`src/rtl/agu_pkg.sv`:
```
package agu_pkg;
   typedef enum logic [1:0] {
      DSZ_NONE   = 2'd0,
      DSZ_NARROW = 2'd1,
      DSZ_WIDE   = 2'd2,
      DSZ_RSVD   = 2'd3
   } dsz_e;
endpackage

```
`src/rtl/agu_disp_ext.sv`:
```
module agu_disp_ext #(
   parameter int ADDR_W   = 32,
   parameter int NARROW_W = 8
) (
   input  logic [1:0]        size_code,
   input  logic [ADDR_W-1:0] raw,
   output logic [ADDR_W-1:0] term,
   output logic              bad
);
   import agu_pkg::*;

   logic [ADDR_W-1:0] narrow_x;

   generate
      if (NARROW_W < ADDR_W) begin : g_sext
         assign narrow_x = {{(ADDR_W-NARROW_W){raw[NARROW_W-1]}}, raw[NARROW_W-1:0]};
      end else begin : g_pass
         assign narrow_x = raw;
      end
   endgenerate

   always_comb begin
      bad  = 1'b0;
      term = '0;
      case (dsz_e'(size_code))
         DSZ_NONE:   term = '0;
         DSZ_NARROW: term = narrow_x;
         DSZ_WIDE:   term = raw;
         default: begin
            term = '0;
            bad  = 1'b1;
         end
      endcase
   end
endmodule

```
`src/rtl/agu_scaler.sv`:
```
module agu_scaler #(
   parameter int ADDR_W  = 32,
   parameter int SCALE_W = 2
) (
   input  logic [ADDR_W-1:0]  val,
   input  logic [SCALE_W-1:0] code,
   input  logic               use_it,
   output logic [ADDR_W-1:0]  term
);
   localparam int NSHIFT = 1 << SCALE_W;

   logic [ADDR_W-1:0] shifted [NSHIFT];

   generate
      for (genvar k = 0; k < NSHIFT; k++) begin : g_shift
         assign shifted[k] = val << k;
      end
   endgenerate

   assign term = use_it ? shifted[code] : '0;
endmodule

```
`src/rtl/agu_sum3.sv`:
```
module agu_sum3 #(
   parameter int ADDR_W = 32
) (
   input  logic [ADDR_W-1:0] a,
   input  logic [ADDR_W-1:0] b,
   input  logic [ADDR_W-1:0] c,
   output logic [ADDR_W-1:0] sum
);
   assign sum = a + b + c;
endmodule

```
`src/rtl/agu_ea.sv`:
```
module agu_ea #(
   parameter int ADDR_W   = 32,
   parameter int NREG     = 8,
   parameter int SP_IDX   = 4,
   parameter int NARROW_W = 8,
   parameter int SCALE_W  = 2,
   localparam int SEL_W   = $clog2(NREG)
) (
   input  logic                clk,
   input  logic                rst_n,
   input  logic                in_valid,
   input  logic                base_en,
   input  logic [SEL_W-1:0]    base_sel,
   input  logic                idx_en,
   input  logic [SEL_W-1:0]    idx_sel,
   input  logic [SCALE_W-1:0]  scale,
   input  logic [1:0]          disp_size,
   input  logic [ADDR_W-1:0]   disp,
   output logic [SEL_W-1:0]    rd_a_sel,
   input  logic [ADDR_W-1:0]   rd_a_data,
   output logic [SEL_W-1:0]    rd_b_sel,
   input  logic [ADDR_W-1:0]   rd_b_data,
   output logic                out_valid,
   output logic [ADDR_W-1:0]   ea,
   output logic                illegal
);
   localparam logic [SEL_W-1:0] SP_SEL = SEL_W'(SP_IDX);

   initial begin
      assert (NREG >= 2 && (1 << SEL_W) == NREG)
         else $error("agu_ea: NREG must be a power of two");
      assert (SP_IDX >= 0 && SP_IDX < NREG)
         else $error("agu_ea: SP_IDX out of range");
      assert (NARROW_W >= 1 && NARROW_W <= ADDR_W)
         else $error("agu_ea: NARROW_W out of range");
      assert ((1 << SCALE_W) <= ADDR_W)
         else $error("agu_ea: SCALE_W too large");
   end

   // Read port addressing: straight through
   assign rd_a_sel = base_sel;
   assign rd_b_sel = idx_sel;

   logic              idx_is_sp;
   logic              idx_use;
   logic [ADDR_W-1:0] base_term;
   logic [ADDR_W-1:0] idx_term;
   logic [ADDR_W-1:0] disp_term;
   logic              disp_bad;
   logic [ADDR_W-1:0] ea_next;

   assign idx_is_sp = idx_en && (idx_sel == SP_SEL);
   assign idx_use   = idx_en && !idx_is_sp;
   assign base_term = base_en ? rd_a_data : '0;

   agu_scaler #(.ADDR_W(ADDR_W), .SCALE_W(SCALE_W)) u_scale (
      .val    (rd_b_data),
      .code   (scale),
      .use_it (idx_use),
      .term   (idx_term)
   );

   agu_disp_ext #(.ADDR_W(ADDR_W), .NARROW_W(NARROW_W)) u_disp (
      .size_code (disp_size),
      .raw       (disp),
      .term      (disp_term),
      .bad       (disp_bad)
   );

   agu_sum3 #(.ADDR_W(ADDR_W)) u_sum (
      .a   (base_term),
      .b   (idx_term),
      .c   (disp_term),
      .sum (ea_next)
   );

   always_ff @(posedge clk or negedge rst_n) begin
      if (!rst_n) begin
         out_valid <= 1'b0;
         ea        <= '0;
         illegal   <= 1'b0;
      end else begin
         out_valid <= in_valid;
         if (in_valid) begin
            ea      <= ea_next;
            illegal <= idx_is_sp || disp_bad;
         end
      end
   end
endmodule

```
`config.mk`:
```
export PLATFORM = sky130hd
export DESIGN_NAME = agu_ea
export DESIGN_NICKNAME = d
export VERILOG_FILES = /design/src/rtl/agu_pkg.sv /design/src/rtl/agu_disp_ext.sv /design/src/rtl/agu_scaler.sv /design/src/rtl/agu_sum3.sv /design/src/rtl/agu_ea.sv
export SDC_FILE = /design/constraint.sdc
export NUM_CORES = 1
export LEC_CHECK = 0
export BUFFER_PORTS_ARGS = -buffer_cell sky130_fd_sc_hd__clkbuf_2
export CORE_MARGIN = 3
export CORE_UTILIZATION = 54
export DETAILED_ROUTE_END_ITERATION = 7
export PLACE_DENSITY_LB_ADDON = 0.2
export SLEW_MARGIN = 20
export SYNTH_ARGS = -nofsm -noshare
export SYNTH_HDL_FRONTEND = slang
export SYNTH_SLANG_ARGS = --single-unit
export TNS_END_PERCENT = 30
```
`constraint.sdc`:
```
create_clock -name clk -period 1.24 [get_ports clk]
set_clock_uncertainty 0.15 [all_clocks]
set_input_delay 0.248 -clock clk [delete_from_list [all_inputs] [get_ports clk]]
set_output_delay 0.248 -clock clk [all_outputs]
set_load 0.1 [all_outputs]
```
==> impl_results.md <==
- PortBufs: 144
- Failing checks: design-rule violations, negative setup slack
- CP arrival: 3.93 ns
- Final WS setup: -2.635 ns
- Most frequent cell after synthesis: nand2_1
- First-pass GRT wire length: between 30000 and 40000 um
- Routed wire length: 29110 um
- Full die area: roughly 11000 um^2
- DRT iter0 DRCs: 878
- Crit path max fanout: 6
- Max-slew violation count: 0
- Syn Area/Cell: 8.504 um^2
- Status: complete, but fails checks
- Setup violators final: 66
- Finished Core Util: about 94%
- Unrepaired setup endpoints after global routing: true
- Top Ports: between 150 and 200
- Initial Util: between 50% and 60%
- Grt ovf: 0
- Final Cell Area: between 8000 and 9000 um^2
- FMAX: 0.2580 GHz
- Cell Area, Synth: 5264 um^2
- GP Congestion: 0.9603
- Vias in the first global route: 6557
- Htree depth: 2
- Cell-internal power: ~5.4 mW
- #FFs+latches synth: 34
- Sw Pwr: 6.287 mW
- P_leak: 4.271 nW
- Gate power share: about 76%
- Req. time, crit path: approximately 1.3 ns
- # DRC: 36
- Clk root buf: clkbuf_8
- Ys async rst share: 100.0%
- All-Layer GR Usage: between 30% and 40%
- Clk_lat worst skew: 0.31 ns
- Vias per inst: 7.057
- CTS max path bufs: 2
- Most used DFF post-synth: dfrtp_1
- Maxcap violations: 0
- Leading area contributor after synthesis: dfrtp_1
- Antenna viol nets, final: 0
- Finished Layout Cells: just over 1000
- Antenna violations before repair: 0
- Largest net degree at the start of global routing: 35
- Most used cell, CP: buf_4
- Clk pin slew, worst setup/hold paths: 0.09 ns
- Die width: approximately 100 um
- Die Span Y: 104.7 um
- Clock sinks: 34
- Period utilization: 312.5%
- Top cells by area, synth: dfrtp_1 16%, fa_1 12%, mux4_2 12%
- Ratio of cells with drive above 1 in the final layout: 53.62%
- Startpoint types: input port
- Actual slew at the worst max-slew pin: between 0.6 and 0.7 ns
- Pre-antenna DRT Iters: 8
- Syn_nets: just under 800
- Cell Area, Placed: between 7000 and 8000 um^2
- Sw frac: 53.60%
- Post-layout min period: just under 4 ns
- CTS tree: yes
- Crit-path cells: clkbuf_2, nor3b_4, nor2b_2, buf_4, buf_12, buf_4, nand2_1, fa_1, inv_1, ha_4, a21oi_1, o21ai_0, a221oi_1, o21ai_4, a311o_1, o311ai_2
- CP Class: input port to flip-flop
- Fin nets: 1074
- Fin. Hold Viols: 0
- Slowest CP cell: a221oi_1
- Commonest cells post-synth: 115 x nand2_1, 67 x inv_1, 39 x a21oi_1
- Post-synth EDFFs: 0
- Slew HR: 57.22%
- Post-Syn Instances: 619
- Synth top area share: 16.16%
- Worst hold path class: input port to flip-flop
- Pwr/cell area: 1328 nW/um^2
- Avg WL per Cell: approximately 28 um
- Number of diodes: 0
- Cells after DPL: 985
- Num rows: 35
- Vias after detailed routing: 7255
- Reg power frac: 16.0%
- Detail Placement HPWL: 13990 um
- CP endpoint kind: flip-flop
- Clk network pwr share: just over 8%
- Core box area: 9371 um^2
- Max incr delay on CP: between 0.6 and 0.7 ns
- Seq/Total Area, Yosys: 16.16%
- Yosys warns: 0
- Synth cell types: 58
- TritonCTS Buffers: 5
- Area growth, synth to finish: 67.84%
- Peak VDD IR: 0.001182 V
==> what timing repair did <==
action,4_1_cts,5_1_grt
hold endpoints to repair,34,0
gates cloned,1,0
setup buffers,23,17
hold buffers,1,0
pin swaps,37,48
gates resized for setup,92,87
setup endpoints to repair,66,66
==> final timing paths <==
| check | slack [ns] | startpoint | end | cells past startpoint |
|---|---|---|---|---|
| setup / recovery | -2.64 | idx_sel[1] | ea[29] | 16 |
| hold / removal | 0.17 | in_valid | out_valid | 2 |
| setup reg to reg | -0.04 | ea[10] | ea[10] | 3 |
| hold reg to reg | 0.44 | ea[30] | ea[30] | 2 |
| max in group asynchronous | 0.41 | rst_n | ea[16] | 3 |
| min in group asynchronous | 0.33 | rst_n | ea[10] | 3 |
==> layer usage <==
| metal | track usage, % | share of wire [%] | wire length, um |
|---|---|---|---|
| met1 | 49.52 | 31 | 9002 |
| met2 | 65.86 | 44 | 12770 |
| met3 | 7.412 | 13 | 3906 |
| met4 | 17.71 | 12 | 3426 |
| met5 | 0 | 0 | 0 |
==> cell type report <==
cell class	count	area, um^2
Multi-Input combinational cell	476	4733
Timing Repair Buffer	314	2738
Sequential cell	34	850.8
Fill cell	272	536.8
Inverter	67	256.5
Tap cell	129	161.4
Clock buffer	6	82.58
Clock inverter	2	12.51
==> worst max-delay path: cells and delay by family <==
family / cells / cell delay, ns
AOI/OAI and AO/OA: 6 / 1.89
and+or+nand+nor: 3 / 0.43
adders and majority gates: 2 / 0.67
buffers and inverters: 5 / 0.68
==> power by group through the flow <==
stage	clock network, mW	registers (mW)	logic (mW)
3_3_place_gp	0	1.80	7.26
2_1_floorplan	0	3.98	2.16
3_5_place_dp	0	1.83	7.38
6_report	0.976	1.87	8.88
4_1_cts	0.901	1.81	7.83
5_1_grt	0.979	1.89	9.06
==> cell families (layout without fill, tap and decap cells) <==
family	Yosys count	after routing	share of synthesized area (%)
XOR/XNOR	20	20	3.328
AO/OA/AOI/OAI	147	147	19.25
multiplexers	48	48	16.21
flip-flops	34	34	16.16
buffers and inverters	109	389	8.296
adder cells (fa/ha/maj)	65	65	20.01
AND/OR/NAND/NOR	196	196	16.73
==> layout by cell type, fill, tap and decap left out, drive strengths merged, types with 2 or more instances in the layout <==
master	Yosys	layout
a2111oi	2	2
a211oi	5	5
a21boi	3	3
a21o	39	39
a21oi	39	39
a31oi	5	5
and2	15	15
and3	6	6
buf	8	209
clkbuf	34	110
dfrtp	34	34
fa	32	32
ha	33	33
inv	67	67
mux2	18	18
mux2i	2	2
mux4	28	28
nand2	115	115
nand2b	2	2
nand3	12	12
nand3b	2	2
nand4	3	3
nor2	22	22
nor2b	5	5
nor3	4	4
o2111ai	2	2
o211ai	4	4
o21a	5	5
o21ai	20	20
o21bai	4	4
o22ai	2	2
o311ai	3	3
o31ai	8	8
or3	3	3
xnor2	15	15
xor2	5	5
==> registers in the layout, indices dropped and copies added (netlist names) <==
name,flops
illegal,1
ea,32
out_valid,1
==> stage by stage <==
step | TNS (ns) | power, mW | hold WS [ns] | setup slack [ns]
6_report | -70.12 | 11.73 | 0.1720 | -2.635
5_1_grt | -72.51 | 11.93 | 0.1733 | -2.637
4_1_cts | -60.97 | 10.55 | 0.1629 | -2.157
3_5_place_dp | -72.91 | 9.206 | 0.07653 | -2.633
3_3_place_gp | -70.68 | 9.060 | 0.06858 | -2.566
2_1_floorplan | -65.78 | 6.138 | -0.1976 | -2.351
Note: power is estimated with default switching activity, not from simulation.
